--- src/rtl/xor_regfile_pkg.sv ---
package xor_regfile_pkg;
    localparam int unsigned RF_ENTRIES = 16;
    localparam int unsigned RF_WIDTH   = 32;
    localparam int unsigned RF_READS   = 4;
endpackage

--- src/rtl/rfx_replica.sv ---
module rfx_replica #(
    parameter int unsigned ENTRIES = 16,
    parameter int unsigned WIDTH   = 32,
    localparam int unsigned AW     = $clog2(ENTRIES)
) (
    input  logic             clk,
    input  logic             rst_n,
    input  logic             we,
    input  logic [AW-1:0]    waddr,
    input  logic [WIDTH-1:0] wdata,
    input  logic [AW-1:0]    raddr,
    output logic [WIDTH-1:0] rdata
);
    logic [WIDTH-1:0] store [ENTRIES];

    always_ff @(posedge clk or negedge rst_n) begin
        if (!rst_n) begin
            for (int i = 0; i < int'(ENTRIES); i++) store[i] <= '0;
        end else if (we) begin
            store[waddr] <= wdata;
        end
    end

    assign rdata = store[raddr];
endmodule

--- src/rtl/rfx_bank.sv ---
module rfx_bank #(
    parameter int unsigned ENTRIES = 16,
    parameter int unsigned WIDTH   = 32,
    parameter int unsigned COPIES  = 5,
    localparam int unsigned AW     = $clog2(ENTRIES)
) (
    input  logic                          clk,
    input  logic                          rst_n,
    input  logic                          we,
    input  logic [AW-1:0]                 waddr,
    input  logic [WIDTH-1:0]              wdata,
    input  logic [COPIES-1:0][AW-1:0]     raddr,
    output logic [COPIES-1:0][WIDTH-1:0]  rdata
);
    for (genvar c = 0; c < int'(COPIES); c++) begin : g_copy
        rfx_replica #(.ENTRIES(ENTRIES), .WIDTH(WIDTH)) u_rep (
            .clk   (clk),
            .rst_n (rst_n),
            .we    (we),
            .waddr (waddr),
            .wdata (wdata),
            .raddr (raddr[c]),
            .rdata (rdata[c])
        );
    end

    // Replicas must stay in step: same address gives same word.
    for (genvar c = 1; c < int'(COPIES); c++) begin : g_agree
        assert_replicas_agree_R6: assert property (@(posedge clk) disable iff (!rst_n)
            (raddr[c] == raddr[0]) |-> (rdata[c] == rdata[0]));
    end
endmodule

--- src/rtl/xor_regfile.sv ---
module xor_regfile
    import xor_regfile_pkg::*;
#(
    parameter int unsigned ENTRIES = RF_ENTRIES,
    parameter int unsigned WIDTH   = RF_WIDTH,
    parameter int unsigned READS   = RF_READS,
    localparam int unsigned AW     = $clog2(ENTRIES),
    localparam int unsigned COPIES = READS + 1
) (
    input  logic                        clk,
    input  logic                        rst_n,
    input  logic                        wl_en,
    input  logic [AW-1:0]               wl_addr,
    input  logic [WIDTH-1:0]            wl_data,
    input  logic                        wr_en,
    input  logic [AW-1:0]               wr_addr,
    input  logic [WIDTH-1:0]            wr_data,
    input  logic [READS-1:0][AW-1:0]    rd_addr,
    output logic [READS-1:0][WIDTH-1:0] rd_data
);
    // Copy 0 of each bank is the lookup for the opposite bank's writer;
    // copies 1..READS serve the external read ports.
    logic [COPIES-1:0][AW-1:0]    l_raddr, r_raddr;
    logic [COPIES-1:0][WIDTH-1:0] l_rdata, r_rdata;
    logic [WIDTH-1:0]             l_wdata, r_wdata;
    logic                         clash;

    always_comb begin
        l_raddr[0] = wr_addr;
        r_raddr[0] = wl_addr;
        for (int k = 0; k < int'(READS); k++) begin
            l_raddr[k+1] = rd_addr[k];
            r_raddr[k+1] = rd_addr[k];
        end
    end

    // Same-address collision: left entry forced to zero, right takes raw value.
    assign clash   = wl_en && wr_en && (wl_addr == wr_addr);
    assign l_wdata = clash ? '0      : (wl_data ^ r_rdata[0]);
    assign r_wdata = clash ? wr_data : (wr_data ^ l_rdata[0]);

    rfx_bank #(.ENTRIES(ENTRIES), .WIDTH(WIDTH), .COPIES(COPIES)) u_left (
        .clk(clk), .rst_n(rst_n), .we(wl_en), .waddr(wl_addr), .wdata(l_wdata),
        .raddr(l_raddr), .rdata(l_rdata)
    );

    rfx_bank #(.ENTRIES(ENTRIES), .WIDTH(WIDTH), .COPIES(COPIES)) u_right (
        .clk(clk), .rst_n(rst_n), .we(wr_en), .waddr(wr_addr), .wdata(r_wdata),
        .raddr(r_raddr), .rdata(r_rdata)
    );

    for (genvar k = 0; k < int'(READS); k++) begin : g_read
        assign rd_data[k] = l_rdata[k+1] ^ r_rdata[k+1];

        assert_reset_zero_R1: assert property (@(posedge clk) disable iff (!rst_n)
            $past(!rst_n) |-> (rd_data[k] == '0));

        assert_left_write_R2: assert property (@(posedge clk) disable iff (!rst_n)
            ($past(wl_en && !(wr_en && wr_addr == wl_addr)) && rd_addr[k] == $past(wl_addr))
            |-> (rd_data[k] == $past(wl_data)));

        assert_right_write_R3: assert property (@(posedge clk) disable iff (!rst_n)
            ($past(wr_en) && rd_addr[k] == $past(wr_addr))
            |-> (rd_data[k] == $past(wr_data)));

        assert_clash_right_wins_R4: assert property (@(posedge clk) disable iff (!rst_n)
            ($past(clash) && rd_addr[k] == $past(wr_addr))
            |-> (rd_data[k] == $past(wr_data)));
    end
endmodule

--- config.mk ---
export PLATFORM = sky130hd
export DESIGN_NAME = xor_regfile
export DESIGN_NICKNAME = d
export VERILOG_FILES = /design/src/rtl/xor_regfile_pkg.sv /design/src/rtl/rfx_replica.sv /design/src/rtl/rfx_bank.sv /design/src/rtl/xor_regfile.sv
export SDC_FILE = /design/constraint.sdc
export NUM_CORES = 2
export LEC_CHECK = 0
export BUFFER_PORTS_ARGS = -buffer_cell sky130_fd_sc_hd__buf_2
export CELL_PAD_IN_SITES_DETAIL_PLACEMENT = 1
export CELL_PAD_IN_SITES_GLOBAL_PLACEMENT = 1
export CORE_MARGIN = 3
export CORE_UTILIZATION = 23
export CTS_BUF_LIST = sky130_fd_sc_hd__clkbuf_2 sky130_fd_sc_hd__clkbuf_4 sky130_fd_sc_hd__clkbuf_8
export DETAILED_ROUTE_END_ITERATION = 8
export PLACE_DENSITY_LB_ADDON = 0.1
export SYNTH_ARGS = -nofsm -noshare
export SYNTH_HDL_FRONTEND = slang
export SYNTH_HIERARCHICAL = 1
export SYNTH_SLANG_ARGS = --single-unit
--- constraint.sdc ---
create_clock -name clk -period 6.4 [get_ports clk]
set_clock_uncertainty 0.15 [all_clocks]
set_input_delay 0.96 -clock clk [delete_from_list [all_inputs] [get_ports clk]]
set_output_delay 0.96 -clock clk [all_outputs]
set_load 0.1 [all_outputs]
## After elaboration in Yosys (flattened, before gate mapping)

Cells that the tools add are included.

- Reductions and logical operators: 4
- Equal/unequal tests: 1
- Bitwise logic cells: 12
- Muxes and demuxes: 46
- Order comparisons: 8

Operators with widths:

| cell | number |
|---|---|
| $bwmux W512 | 10 |
| $bmux W32 S4 | 10 |
| $mux W32 | 24 |
| $demux W32 S4 | 2 |
| $xor A32 B32 Y32 | 6 |
| $ge A5 B5 Y1 const B | 6 |
| $not A4 Y5 | 6 |
| $lt A5 B1 Y1 const B | 2 |
| $eq A4 B4 Y1 | 1 |
| $logic_and A1 B1 Y1 | 4 |

- Bits of input ports: 92
- Register bits: 5120

## Logic depth before layout (Yosys ltp)

- Depth after elaboration: 7
- Depth in mapped cells: 9

## Modules after synthesis

Netlist, hierarchy kept.

By module, submodules not included:

| module | area an instance (um^2) | cells each | times used |
|---|---|---|---|
| rfx_replica | 22774.3 | 1405 | 10 |
| xor_regfile | 2209.6 | 272 | 1 |

## Least setup slack after synthesis

OpenSTA, ideal clock, no wires.

- Kind: input to output
- Start: in rd_addr[0] (netlist name)
- End: out rd_data[0] (netlist name)
- Arrival time: 3.726 ns
- Stages: 6
- Slack: 1.564 ns
- Path buffers: 2
- Cell sequence: buf_2 > buf_2 > mux4_2 > a22oi_1 > nand2_1 > xor2_1

RTL lines:

| item | RTL line | source |
|---|---|---|
| start: declaration | xor_regfile.sv:18 | `input logic [READS-1:0][AW-1:0] rd_addr,` |
| end: declaration | xor_regfile.sv:19 | `output logic [READS-1:0][WIDTH-1:0] rd_data` |

==> results by group <==
Route
  – Avg WL per Cell: 30.3 microns
  – Starting DRT DRC Count: around 7200
  – Final wirelength: 880000 microns
  – Via count: 133150
  – DR vias/cell: 4.59
  – Routed Antenna Nets: 0
  – 1st-pass router iterations: 5
  – Drc violations: 0

Layout
  – Most frequent cells in the layout: dfrtp_1 (5120), mux2_2 (4680), mux4_2 (1280)
  – Commonest non-fill, non-tap cell in the layout: dfrtp_1
  – P&R area growth vs syn: 19.0%
  – Post-layout net count: 15121
  – Ratio of cells with drive above 1 in the final layout: 56.9%
  – Fillers: 103947
  – Post-route cell area: approximately 270000 sq um
  – Fin cells: ~29000

Clocking
  – Clock latency on the worst-skew pair: 1.22 ns
  – Worst-path clk slew: 0.06 ns
  – Post CTS Setup Buffer Count: 0
  – Root buf cell: clkbuf_8
  – Clock buffer depth: 5
  – Post_cts resized: 0
  – Clock sink total: 5120
  – H-tree Lvls: 7
  – Num CTS Buffers: about 1100
  – TritonCTS clock tree: done
  – Hold-fix buffers, CTS: 2

Pwr
  – Sequential power share: 39.9%
  – Switching power: 50.5 mW
  – Leak pwr: 114 nW
  – Pwr dens: 518 nW/um^2
  – Peak supply drop: ~0.00053 V
  – Clock power frac: 25.1%
  – Power Total: 142 mW
  – Switching share of power: 35.6%
  – Comb power frac: 35.0%
  – Int Power: 91.3 mW

Synth
  – Ys Warns: 6
  – FF+latch count, synth: 5120
  – Synth Flop Type: dfrtp_1
  – Synth Cell Area: 230000 sq um
  – EDFF count, synth: 0
  – Cell variety after synth: 26
  – Syn_nets: 14414
  – Seq/Total Area, Yosys: between 50% and 60%
  – Average size of a mapped cell: about 16 sq um
  – Share of flip-flops with an asynchronous set or reset: 100%
  – Post-Syn Instances: 14322

Floorplanning
  – Die height: 1010 microns
  – Initial Util: between 20% and 30%
  – Core Area: 995000 sq um
  – Site Rows: around 370
  – Die W: 1010 microns
  – Boundary Pins: 220
  – Die area: 1010000 sq um

Timing
  – Max Slew Vio Count: 0
  – Hold Vio Cnt, Final: 0
  – Minimum clock period: 5.52 ns
  – RSZ-0062 raised after global routing: false
  – Endpoints failing setup: 0
  – Worst Tran Pin Value: 1.26 ns
  – Setup TNS: 0 ns
  – Max frequency: roughly 180 MHz
  – Fin crit share: 86.2%
  – Slew headroom: 15.8%

GRT
  – Largest net degree at the start of global routing: 152
  – GRT Residual Overflow: 0
  – GRT Overall Usage: 17.1%
  – Vias in the first global route: approximately 150k
  – Initial antenna violation count: 81
  – Global-route wire length before repair: 1240000 microns

Place
  – Post-DP Area: 252000 sq um
  – Placed cell count: 27212
  – Dpl hpwl: 532000 microns
  – Buffers on Ports: 219
  – Gpl congestion: 0.699

Worst setup path
  – WP buf/inv: 4
  – Crit Path Class: in -> out
  – Critical Path Source Type: input pin
  – Crit path top cell by count: buf_4
  – Worst R2R Setup Slack: 2.91 ns
  – CP max FO: 19
  – WP data required: 5.29 ns
  – CP endpoint kind: primary output
  – Crit-path cells: buf_2 > nor2b_4 > buf_4 > a22oi_1 > nand2_1 > xor2_1 > buf_4 > buf_12
  – CP arrival: 4.41 ns
  – CP delay by family, top: simple AND/OR/NAND/NOR gates
  – Crit path largest cell delay: ~0.94 ns
  – Crit-path slowest cell: nor2b_4

Worst hold path
  – Hold Crit Class: in -> async

Flow run
  – Max cap viols: 0

Run status
  – Status: complete, no violations
==> Yosys cell counts, types with 6 or more instances <==
cell / n / area share [%]
buf_4: 6 / 0.020
nand3_1: 11 / 0.024
xnor2_1: 68 / 0.26
or3_1: 30 / 0.082
clkbuf_1: 630 / 1.0
mux2_2: 4680 / 23
nand3b_1: 40 / 0.13
nor3b_2: 10 / 0.054
nor2_1: 142 / 0.23
and2_1: 10 / 0.027
mux4_2: 1280 / 13
a22oi_1: 640 / 2.1
nor2b_1: 20 / 0.054
dfrtp_1: 5120 / 56
and3_1: 10 / 0.027
nand2b_1: 20 / 0.054
nand2_1: 340 / 0.55
buf_2: 610 / 1.3
buf_1: 50 / 0.082
xor2_1: 128 / 0.49
o21ai_2: 30 / 0.11
mux2_1: 440 / 2.2
==> metal layers <==
| metal | GRT usage [%] | part of all wire, % |
|---|---|---|
| met5 | 0 | 0.0028 |
| met1 | 24.2 | 47 |
| met3 | 2.39 | 3.9 |
| met4 | 3.82 | 2.2 |
| met2 | 28.0 | 47 |
==> cells by family (layout without fill, tap and decap cells) <==
kind of cell,after synthesis,after routing,share of synthesized area [%]
compound gates,672,672,2.21
xor+xnor,196,196,0.747
other cells,0,52,0
mux,6400,6400,37.6
buf+inv,1299,2702,2.47
simple gates,635,635,1.25
flops,5120,5120,55.7
==> worst paths after layout <==
kind	start	endpoint	cells past startpoint
setup / recovery	rd_addr[11]	rd_data[72]	8
hold / removal	rst_n	u_right/g_copy[3].u_rep/store[114]	3
setup reg to reg	u_right/g_copy[0].u_rep/store[186]	u_left/g_copy[0].u_rep/store[186]	8
hold reg to reg	u_right/g_copy[1].u_rep/store[341]	u_right/g_copy[1].u_rep/store[341]	1
max in group asynchronous	rst_n	u_left/g_copy[0].u_rep/store[489]	5
min in group clk	u_right/g_copy[1].u_rep/store[341]	u_right/g_copy[1].u_rep/store[341]	1
==> power by group through the flow <==
| stage | clock network [mW] | logic [mW] | registers, mW |
|---|---|---|---|
| global placement | 0 | 50.3 | 57.0 |
| finish | 35.6 | 49.6 | 56.6 |
| global route | 38.7 | 53.0 | 58.7 |
| detailed placement | 0 | 50.9 | 57.1 |
| CTS | 37.4 | 51.0 | 56.6 |
| floorplan | 0 | 32.6 | 53.9 |
==> worst reg2reg max path: stages (launching register included) <==
cell     delay, ns
dfrtp_1       0.37
mux4_2        0.46
a22oi_1       0.33
nand2_1       0.11
xnor2_1       0.14
buf_4         0.18
nor2_4        0.72
buf_4         0.57
mux2_2        0.34
==> sequential cells by signal, indices dropped and copies added, names as in the netlist <==
signal / cells
u_left/g_copy.u_rep/store: 2560
u_right/g_copy.u_rep/store: 2560
==> cell type report <==
class	count	area, sq um	share of cell area, %
sequential	5120	128000	46.8
multi-input combinational	7903	97700	35.7
clock buffer	1630	20100	7.34
tap	13248	16600	6.06
timing repair buffer	943	9870	3.61
clock inverter	129	1090	0.400
antenna	52	130	0.0476
==> per-stage QoR <==
stage	hold slack (ns)	setup WS, ns	utilization [%]
global route	0.260	0.711	27.5
floorplan	0.303	1.56	-
global placement	0.314	0.765	25.3
CTS	0.194	0.760	27.5
finish	0.319	0.882	27.5
detailed placement	0.324	0.756	25.3
(Power assumes the default switching activity.)
